**config.mk**
```make
export PLATFORM = sky130hd
export DESIGN_NAME = esc_wdog
export DESIGN_NICKNAME = d
export VERILOG_FILES = /design/src/rtl/esc_wdog_pkg.sv /design/src/rtl/esc_wdog_regdec.sv /design/src/rtl/esc_wdog_chan.sv /design/src/rtl/esc_wdog_irq.sv /design/src/rtl/esc_wdog.sv
export SDC_FILE = /design/constraint.sdc
export NUM_CORES = 1
export LEC_CHECK = 0
export BUFFER_PORTS_ARGS = -buffer_cell sky130_fd_sc_hd__buf_2
export CAP_MARGIN = 20
export CORE_MARGIN = 2
export CORE_UTILIZATION = 25
export DETAILED_ROUTE_END_ITERATION = 10
export HOLD_SLACK_MARGIN = 0.05
export PLACE_DENSITY = 0.47
export SLEW_MARGIN = 5
export SYNTH_ARGS = -nofsm -noshare
export SYNTH_HDL_FRONTEND = slang
export SYNTH_SLANG_ARGS = --single-unit
```
**constraint.sdc**
```tcl
create_clock -name clk -period 8.5 [get_ports clk]
set_clock_uncertainty 0.1 [all_clocks]
set_input_delay 0.425 -clock clk [delete_from_list [all_inputs] [get_ports clk]]
set_output_delay 0.425 -clock clk [all_outputs]
set_load 0.01 [all_outputs]
```
**src/rtl/esc_wdog_pkg.sv**
```systemverilog
package esc_wdog_pkg;
  localparam int MODE_W   = 2;
  localparam int LEN_W    = 16;
  localparam int LOW_ZERO = 8;
  localparam int CNT_W    = LEN_W + LOW_ZERO;
  localparam int DATA_W   = 64;
  localparam int ADDR_W   = 17;
  localparam int WORD_W   = ADDR_W - 3;

  localparam int MODE_LSB = 0;
  localparam int LEN_LSB  = 4;
  localparam int CNT_LSB  = 20;

  localparam int PEND_WORD  = 'h40;
  localparam int ENCLR_WORD = 'h42;
  localparam int ENSET_WORD = 'h43;
  localparam int POKE_WORD  = 'h2000;

  typedef enum logic [1:0] {
    MODE_OFF      = 2'd0,
    MODE_CPU      = 2'd1,
    MODE_CPU_MGMT = 2'd2,
    MODE_FULL     = 2'd3
  } wd_mode_e;

  typedef enum logic [1:0] {
    STG_FIRST  = 2'd0,
    STG_SECOND = 2'd1,
    STG_THIRD  = 2'd2
  } wd_stage_e;

  typedef enum logic [1:0] {
    RD_NONE = 2'd0,
    RD_CFG  = 2'd1,
    RD_PEND = 2'd2,
    RD_EN   = 2'd3
  } rd_kind_e;

  function automatic logic [CNT_W-1:0] reload_of(input logic [LEN_W-1:0] len);
    return {len, {LOW_ZERO{1'b0}}};
  endfunction

  function automatic wd_stage_e next_stage(input wd_mode_e m, input wd_stage_e s);
    if (m == MODE_CPU) return STG_FIRST;
    case (s)
      STG_FIRST:  return STG_SECOND;
      STG_SECOND: return STG_THIRD;
      default:    return STG_THIRD;
    endcase
  endfunction

  function automatic logic [DATA_W-1:0] pack_cfg(input logic [MODE_W-1:0] m,
                                                 input logic [LEN_W-1:0] len,
                                                 input logic [CNT_W-1:0] cnt);
    logic [DATA_W-1:0] r;
    r = '0;
    r[MODE_LSB +: MODE_W] = m;
    r[LEN_LSB  +: LEN_W]  = len;
    r[CNT_LSB  +: CNT_W]  = cnt;
    return r;
  endfunction
endpackage

```
**src/rtl/esc_wdog_regdec.sv**
```systemverilog
module esc_wdog_regdec
  import esc_wdog_pkg::*;
#(
  parameter int NUM_CH = 4,
  localparam int CH_W = (NUM_CH > 1) ? $clog2(NUM_CH) : 1
) (
  input  logic              wr_en,
  input  logic [ADDR_W-1:0] addr,
  input  logic [DATA_W-1:0] wdata,
  output logic [NUM_CH-1:0] cfg_we,
  output logic [NUM_CH-1:0] poke_we,
  output logic              pend_clr_we,
  output logic              en_set_we,
  output logic              en_clr_we,
  output rd_kind_e          rd_kind,
  output logic [CH_W-1:0]   rd_ch
);
  logic              aligned;
  logic [WORD_W-1:0] word;
  logic [NUM_CH-1:0] cfg_hit;
  logic [NUM_CH-1:0] poke_hit;
  logic              poke_one;
  logic              pend_hit, enclr_hit, enset_hit;

  assign aligned  = (addr[2:0] == 3'b000);
  assign word     = addr[ADDR_W-1:3];
  assign poke_one = (wdata == DATA_W'(1));

  for (genvar i = 0; i < NUM_CH; i++) begin : g_hit
    assign cfg_hit[i]  = aligned && (word == WORD_W'(i));
    assign poke_hit[i] = aligned && (word == WORD_W'(POKE_WORD + i));
  end

  assign pend_hit  = aligned && (word == WORD_W'(PEND_WORD));
  assign enclr_hit = aligned && (word == WORD_W'(ENCLR_WORD));
  assign enset_hit = aligned && (word == WORD_W'(ENSET_WORD));

  assign cfg_we      = {NUM_CH{wr_en}} & cfg_hit;
  assign poke_we     = {NUM_CH{wr_en && poke_one}} & poke_hit;
  assign pend_clr_we = wr_en && pend_hit;
  assign en_set_we   = wr_en && enset_hit;
  assign en_clr_we   = wr_en && enclr_hit;

  always_comb begin
    rd_ch = '0;
    for (int i = 0; i < NUM_CH; i++)
      if (cfg_hit[i]) rd_ch = CH_W'(i);
  end

  always_comb begin
    if (|cfg_hit)                   rd_kind = RD_CFG;
    else if (pend_hit)              rd_kind = RD_PEND;
    else if (enclr_hit || enset_hit) rd_kind = RD_EN;
    else                            rd_kind = RD_NONE;
  end

  always_comb begin
    assert_dec_onehot_R2: assert ($onehot0(cfg_we | poke_we));
  end
endmodule

```
**src/rtl/esc_wdog_chan.sv**
```systemverilog
module esc_wdog_chan
  import esc_wdog_pkg::*;
#(
  parameter int TICK_DIV = 1024,
  localparam int PS_W = (TICK_DIV > 2) ? $clog2(TICK_DIV) : 1
) (
  input  logic              clk,
  input  logic              rst_n,
  input  logic              cfg_we,
  input  logic [MODE_W-1:0] cfg_mode,
  input  logic [LEN_W-1:0]  cfg_len,
  input  logic              poke_we,
  output logic [MODE_W-1:0] mode_o,
  output logic [LEN_W-1:0]  len_o,
  output logic [CNT_W-1:0]  cnt_o,
  output logic              expire_cpu,
  output logic              mgmt_flag,
  output logic              rst_flag
);
  wd_mode_e         mode_q;
  wd_stage_e        stage_q;
  logic [LEN_W-1:0] len_q;
  logic [CNT_W-1:0] cnt_q;
  logic [PS_W-1:0]  presc_q;

  logic tick, expire, expire_mgmt, expire_rst, running, restart;

  assign running     = (mode_q != MODE_OFF);
  assign restart     = cfg_we || poke_we;
  assign tick        = running && (presc_q == PS_W'(TICK_DIV - 1));
  assign expire      = tick && !restart && (cnt_q == '0);
  assign expire_cpu  = expire && ((stage_q == STG_FIRST) || (mode_q == MODE_CPU));
  assign expire_mgmt = expire && (stage_q == STG_SECOND) &&
                       ((mode_q == MODE_CPU_MGMT) || (mode_q == MODE_FULL));
  assign expire_rst  = expire && (stage_q == STG_THIRD) && (mode_q == MODE_FULL);

  always_ff @(posedge clk or negedge rst_n) begin
    if (!rst_n) begin
      mode_q    <= MODE_OFF;
      len_q     <= '0;
      cnt_q     <= '0;
      presc_q   <= '0;
      stage_q   <= STG_FIRST;
      mgmt_flag <= 1'b0;
    end else if (cfg_we) begin
      mode_q  <= wd_mode_e'(cfg_mode);
      len_q   <= cfg_len;
      cnt_q   <= reload_of(cfg_len);
      presc_q <= '0;
      if (wd_mode_e'(cfg_mode) == MODE_OFF) begin
        stage_q   <= STG_FIRST;
        mgmt_flag <= 1'b0;
      end
    end else if (poke_we) begin
      cnt_q     <= reload_of(len_q);
      presc_q   <= '0;
      stage_q   <= STG_FIRST;
      mgmt_flag <= 1'b0;
    end else if (running) begin
      presc_q <= tick ? '0 : presc_q + 1'b1;
      if (tick) begin
        if (expire) begin
          cnt_q   <= reload_of(len_q);
          stage_q <= next_stage(mode_q, stage_q);
        end else begin
          cnt_q <= cnt_q - 1'b1;
        end
      end
      if (expire_mgmt) mgmt_flag <= 1'b1;
    end
  end

  always_ff @(posedge clk or negedge rst_n) begin
    if (!rst_n)          rst_flag <= 1'b0;
    else if (expire_rst) rst_flag <= 1'b1;
  end

  assign mode_o = mode_q;
  assign len_o  = len_q;
  assign cnt_o  = cnt_q;

  assert_poke_reload_R9: assert property (@(posedge clk) disable iff (!rst_n)
    (poke_we && !cfg_we) |=> (cnt_q == reload_of(len_q)) && (stage_q == STG_FIRST) && !mgmt_flag);

  assert_off_frozen_R3: assert property (@(posedge clk) disable iff (!rst_n)
    (mode_q == MODE_OFF && !restart) |=> $stable(cnt_q) && !mgmt_flag);

  assert_expire_reload_R4: assert property (@(posedge clk) disable iff (!rst_n)
    expire |=> (cnt_q == reload_of(len_q)));

  assert_tick_spacing_R5: assert property (@(posedge clk) disable iff (!rst_n)
    tick |=> !tick);

  assert_stage_legal_R7: assert property (@(posedge clk) disable iff (!rst_n)
    stage_q != 2'd3);

  assert_rst_sticky_R8: assert property (@(posedge clk) disable iff (!rst_n)
    rst_flag |=> rst_flag);

  assert_mode1_quiet_R6: assert property (@(posedge clk) disable iff (!rst_n)
    (mode_q == MODE_CPU && !mgmt_flag && !cfg_we) |=> !mgmt_flag);
endmodule

```
**src/rtl/esc_wdog_irq.sv**
```systemverilog
module esc_wdog_irq #(
  parameter int NUM_CH = 4
) (
  input  logic              clk,
  input  logic              rst_n,
  input  logic [NUM_CH-1:0] set_pend,
  input  logic              pend_clr_we,
  input  logic              en_set_we,
  input  logic              en_clr_we,
  input  logic [NUM_CH-1:0] mask,
  output logic [NUM_CH-1:0] pend_q,
  output logic [NUM_CH-1:0] en_q,
  output logic              cpu_irq
);
  logic [NUM_CH-1:0] clr_bits;

  assign clr_bits = pend_clr_we ? mask : '0;

  always_ff @(posedge clk or negedge rst_n) begin
    if (!rst_n) begin
      pend_q <= '0;
      en_q   <= '0;
    end else begin
      pend_q <= (pend_q & ~clr_bits) | set_pend;
      if (en_set_we)      en_q <= en_q | mask;
      else if (en_clr_we) en_q <= en_q & ~mask;
    end
  end

  assign cpu_irq = |(pend_q & en_q);

  assert_pend_set_R10: assert property (@(posedge clk) disable iff (!rst_n)
    (|set_pend) |=> ((pend_q & $past(set_pend)) == $past(set_pend)));

  assert_pend_w1c_R10: assert property (@(posedge clk) disable iff (!rst_n)
    pend_clr_we |=> ((pend_q & $past(mask & ~set_pend)) == '0));

  assert_en_set_R11: assert property (@(posedge clk) disable iff (!rst_n)
    en_set_we |=> ((en_q & $past(mask)) == $past(mask)));

  assert_en_clr_R11: assert property (@(posedge clk) disable iff (!rst_n)
    en_clr_we |=> ((en_q & $past(mask)) == '0));
endmodule

```
**src/rtl/esc_wdog.sv**
```systemverilog
module esc_wdog
  import esc_wdog_pkg::*;
#(
  parameter int NUM_CH   = 4,
  parameter int TICK_DIV = 1024
) (
  input  logic              clk,
  input  logic              rst_n,
  input  logic              reg_wr_en,
  input  logic              reg_rd_en,
  input  logic [16:0]       reg_addr,
  input  logic [63:0]       reg_wdata,
  output logic [63:0]       reg_rdata,
  output logic              cpu_irq,
  output logic              mgmt_irq,
  output logic              rst_req
);
  localparam int CH_W = (NUM_CH > 1) ? $clog2(NUM_CH) : 1;

  logic [NUM_CH-1:0] cfg_we, poke_we, expire_cpu, mgmt_flags, rst_flags;
  logic [NUM_CH-1:0] pend_q, en_q;
  logic              pend_clr_we, en_set_we, en_clr_we;
  rd_kind_e          rd_kind;
  logic [CH_W-1:0]   rd_ch;
  logic [MODE_W-1:0] mode_a [NUM_CH];
  logic [LEN_W-1:0]  len_a  [NUM_CH];
  logic [CNT_W-1:0]  cnt_a  [NUM_CH];
  logic [DATA_W-1:0] rd_mux;

  esc_wdog_regdec #(.NUM_CH(NUM_CH)) dec_i (
    .wr_en       (reg_wr_en),
    .addr        (reg_addr),
    .wdata       (reg_wdata),
    .cfg_we      (cfg_we),
    .poke_we     (poke_we),
    .pend_clr_we (pend_clr_we),
    .en_set_we   (en_set_we),
    .en_clr_we   (en_clr_we),
    .rd_kind     (rd_kind),
    .rd_ch       (rd_ch)
  );

  for (genvar i = 0; i < NUM_CH; i++) begin : g_ch
    esc_wdog_chan #(.TICK_DIV(TICK_DIV)) chan_i (
      .clk        (clk),
      .rst_n      (rst_n),
      .cfg_we     (cfg_we[i]),
      .cfg_mode   (reg_wdata[MODE_LSB +: MODE_W]),
      .cfg_len    (reg_wdata[LEN_LSB +: LEN_W]),
      .poke_we    (poke_we[i]),
      .mode_o     (mode_a[i]),
      .len_o      (len_a[i]),
      .cnt_o      (cnt_a[i]),
      .expire_cpu (expire_cpu[i]),
      .mgmt_flag  (mgmt_flags[i]),
      .rst_flag   (rst_flags[i])
    );
  end

  esc_wdog_irq #(.NUM_CH(NUM_CH)) irq_i (
    .clk         (clk),
    .rst_n       (rst_n),
    .set_pend    (expire_cpu),
    .pend_clr_we (pend_clr_we),
    .en_set_we   (en_set_we),
    .en_clr_we   (en_clr_we),
    .mask        (reg_wdata[NUM_CH-1:0]),
    .pend_q      (pend_q),
    .en_q        (en_q),
    .cpu_irq     (cpu_irq)
  );

  always_comb begin
    case (rd_kind)
      RD_CFG:  rd_mux = pack_cfg(mode_a[rd_ch], len_a[rd_ch], cnt_a[rd_ch]);
      RD_PEND: rd_mux = DATA_W'(pend_q);
      RD_EN:   rd_mux = DATA_W'(en_q);
      default: rd_mux = '0;
    endcase
  end

  always_ff @(posedge clk or negedge rst_n) begin
    if (!rst_n)         reg_rdata <= '0;
    else if (reg_rd_en) reg_rdata <= rd_mux;
  end

  assign mgmt_irq = |mgmt_flags;
  assign rst_req  = |rst_flags;

  assert_rst_out_sticky_R8: assert property (@(posedge clk) disable iff (!rst_n)
    rst_req |=> rst_req);

  assert_irq_needs_enable_R10: assert property (@(posedge clk) disable iff (!rst_n)
    (en_q == '0) |-> !cpu_irq);
endmodule

```
==> results_dict.tcl <==
set metrics [dict create \
    maxCapViolCount 0 \
    route.vias.total 14950 \
    nets 2025 \
    worst_setup_path_start_kind "register" \
    numCtsBuffers 38 \
    period_needed_ns 3.788 \
    fin_ws_ns 4.712 \
    path_clk_slew_ns 0.06 \
    root_buffer "clkbuf_16" \
    grt_usage_pct 20.20 \
    async_reset_ff_share_pct 100.0 \
    gp_congestion 0.9826 \
    cts_buffer_depth 3 \
    hold_path_class "in -> reg" \
    die_area_sq_um 64330 \
    tightestPinTransition_ns 1.131 \
    cp_max_fo 11 \
    dpl_cell_area_sq_um 17170 \
    ios 152 \
    crit_arrival_ns 4.12 \
    numClockSinks 276 \
    pre_cts_ws_ns 4.307 \
    p_seq_share_pct 42.5 \
    mostFrequentLayoutCell "nand2_1" \
    switching_power_mw 0.7419 \
    comb_power_share_pct 3.9 \
    synth_seq_cells 276 \
    slew_viol_final 0 \
    ctsResizeCount 0 \
    yosysWarnings 0 \
    antenna_found_initial 6 \
    syn2layout_area_growth_pct 18.84 \
    core_area_sq_um 61710 \
    drcViolationCount 0 \
    firstDrtPassIters 8 \
    initial_core_util_pct 25.24 \
    slew_headroom_pct 24.35 \
    grt_pass1_vias 14620 \
    layout_common_cells "nand2_1, dfrtp_1, nor2_1" \
    fmax_mhz 264.0 \
    post_drt_wl_per_cell_um 23.21 \
    syn_inst 1813 \
    insertion_delay_ns 0.56 \
    syn_area_sq_um 15580 \
    rrSetupSlack_ns 4.71 \
    cts_setup_buffers 0 \
    finalSetupTns_ns 0 \
    status "completed" \
    avgSynthCellArea_sq_um 8.593 \
    portBuffers 131 \
    rsz0062_at_grt "false" \
    place.detailed.hpwl_um 47930 \
    via_per_inst 5.345 \
    htree_levels 2 \
    grt_pass1_wl_um 97240 \
    synthFlopType "dfrtp_1" \
    hold_viol 0 \
    total_power_mw 3.178 \
    finalCritPeriodShare_pct 44.56 \
    antenna_left 0 \
    num_rows 91 \
    fin_util_pct 30.00 \
    power.leakage_nw 7.968 \
    die_w_um 253.6 \
    peakVddDrop_mv 0.1157 \
    setup_viol 0 \
    p_int_mw 2.436 \
    grt_max_degree 96 \
    swShare_pct 23.34 \
    synth_edf_count 0 \
    cts_tree "done" \
    drt_iter0_drc 1273 \
    postLayoutCellArea_sq_um 18510 \
    yosysUniqueCellTypes 68 \
    drive_above_1_share_pct 13.58 \
    cp.required_ns 8.83 \
    synth_seq_area_share_pct 44.33 \
    p_clk_share_pct 53.6 \
    die_h_um 253.6 \
    overflow 0 \
    critPathKind "reg -> reg" \
    critPathCaptureType "register" \
    p_per_area_nw_per_um2 171.7 \
    wl_um 64950 \
]
-- power by group through the flow --
stage          clock [mW]  sequential [mW]  combinational, mW
4_1_cts              1.74             1.35              0.128
5_1_grt              1.78             1.35              0.140
6_report             1.70             1.35              0.125
2_1_floorplan           0             1.37             0.0501
3_5_place_dp            0             1.37              0.127
3_3_place_gp            0             1.37              0.125
-- repair_timing --
action | in CTS | in global routing
hold endpoints to repair | 92 | 0
setup endpoints to repair | 0 | 0
hold buffers | 1 | 0
-- layout make-up --
class                      instances  area [sq um]
inverter                          57         214.0
clock inverter                    12         188.9
sequential                       276          6907
antenna                            2         5.005
tap                              837          1047
clock buffer                      55          1126
fill                            6566         43200
multi-input combinational       1391          8083
timing repair buffer             168         943.4
-- synth_stat cells (15+ instances only) --
master	instances	area [sq um]
a21oi_1	80	400.4
clkbuf_1	75	281.5
nand3_1	69	345.3
xor2_1	23	201.4
o22ai_1	46	287.8
o21ai_0	109	545.5
inv_1	57	214.0
nand4_1	23	143.9
nor3_1	56	280.3
nor4_1	56	350.3
a211o_1	31	271.5
nand2_1	305	1145
nor2_1	167	626.9
dfrtp_1	276	6907
mux2i_1	51	510.5
a31oi_1	15	93.84
o31ai_1	24	180.2
or4_1	24	180.2
and3_1	15	93.84
or3_1	18	112.6
xnor2_1	42	367.9
buf_4	20	150.1
nand2b_1	19	118.9
-- state kept, by name, indices dropped and copies added, names as in the netlist, named ones only --
register and flops:
irq_i.pend_q 4, g_ch.chan_i.rst_flag 4, g_ch.chan_i.len_o 64, g_ch.chan_i.stage_q 8
g_ch.chan_i.presc_q 40, g_ch.chan_i.mgmt_flag 4, g_ch.chan_i.mode_o 8, reg_rdata 44
g_ch.chan_i.cnt_o 96
-- layer usage --
layer	share of wire, %	wire, um	vias to the layer above	GRT usage [%]
li1	-	-	6792	-
met1	43	27970	7391	27.21
met2	46	29680	633	32.17
met3	7.3	4709	132	3.319
met4	3.9	2549	6	8.269
met5	0.063	41	-	0
-- final timing paths --
check	start	to	depth (start not counted)
max	g_ch[1].chan_i.cnt_o[6]	g_ch[1].chan_i.cnt_o[10]	7
min reg2reg	g_ch[2].chan_i.rst_flag	g_ch[2].chan_i.rst_flag	2
max reg2reg	g_ch[1].chan_i.cnt_o[6]	g_ch[1].chan_i.cnt_o[10]	7
max in group asynchronous	rst_n	g_ch[2].chan_i.rst_flag	3
min in group asynchronous	rst_n	g_ch[3].chan_i.cnt_o[10]	2
min	reg_wdata[12]	g_ch[1].chan_i.len_o[8]	3
-- worst max-delay path, stage by stage (launching register included) --
cell and delay, ns:
dfrtp_1 0.40, or4_1 0.63, or4_1 0.69, or3_4 0.45, or3_1 0.44, and3_1 0.38
a221o_1 0.39, a22o_1 0.18
-- cell families (layout without fill, tap and decap cells) --
| kind of cell | after synthesis | in the layout | share of synthesized area, % |
|---|---|---|---|
| multiplexers | 63 | 63 | 4.144 |
| buffers and inverters | 165 | 292 | 4.546 |
| XOR/XNOR | 65 | 65 | 3.654 |
| other | 1 | 22 | 0.02407 |
| AO/OA/AOI/OAI | 426 | 426 | 17.92 |
| adder cells (fa/ha/maj) | 8 | 8 | 0.6425 |
| flip-flops | 276 | 276 | 44.33 |
| AND/OR/NAND/NOR | 809 | 809 | 24.74 |
-- per-stage QoR --
| stage | instances | hold slack [ns] |
|---|---|---|
| global route | 2796 | 0.1022 |
| finish | 2798 | 0.09121 |
| CTS | 2794 | 0.06555 |
| detailed placement | 2726 | 0.3480 |
| global placement | 2726 | 0.3378 |
| floorplan | 1832 | 0.02941 |
Note: power is estimated with default switching activity, not from simulation.
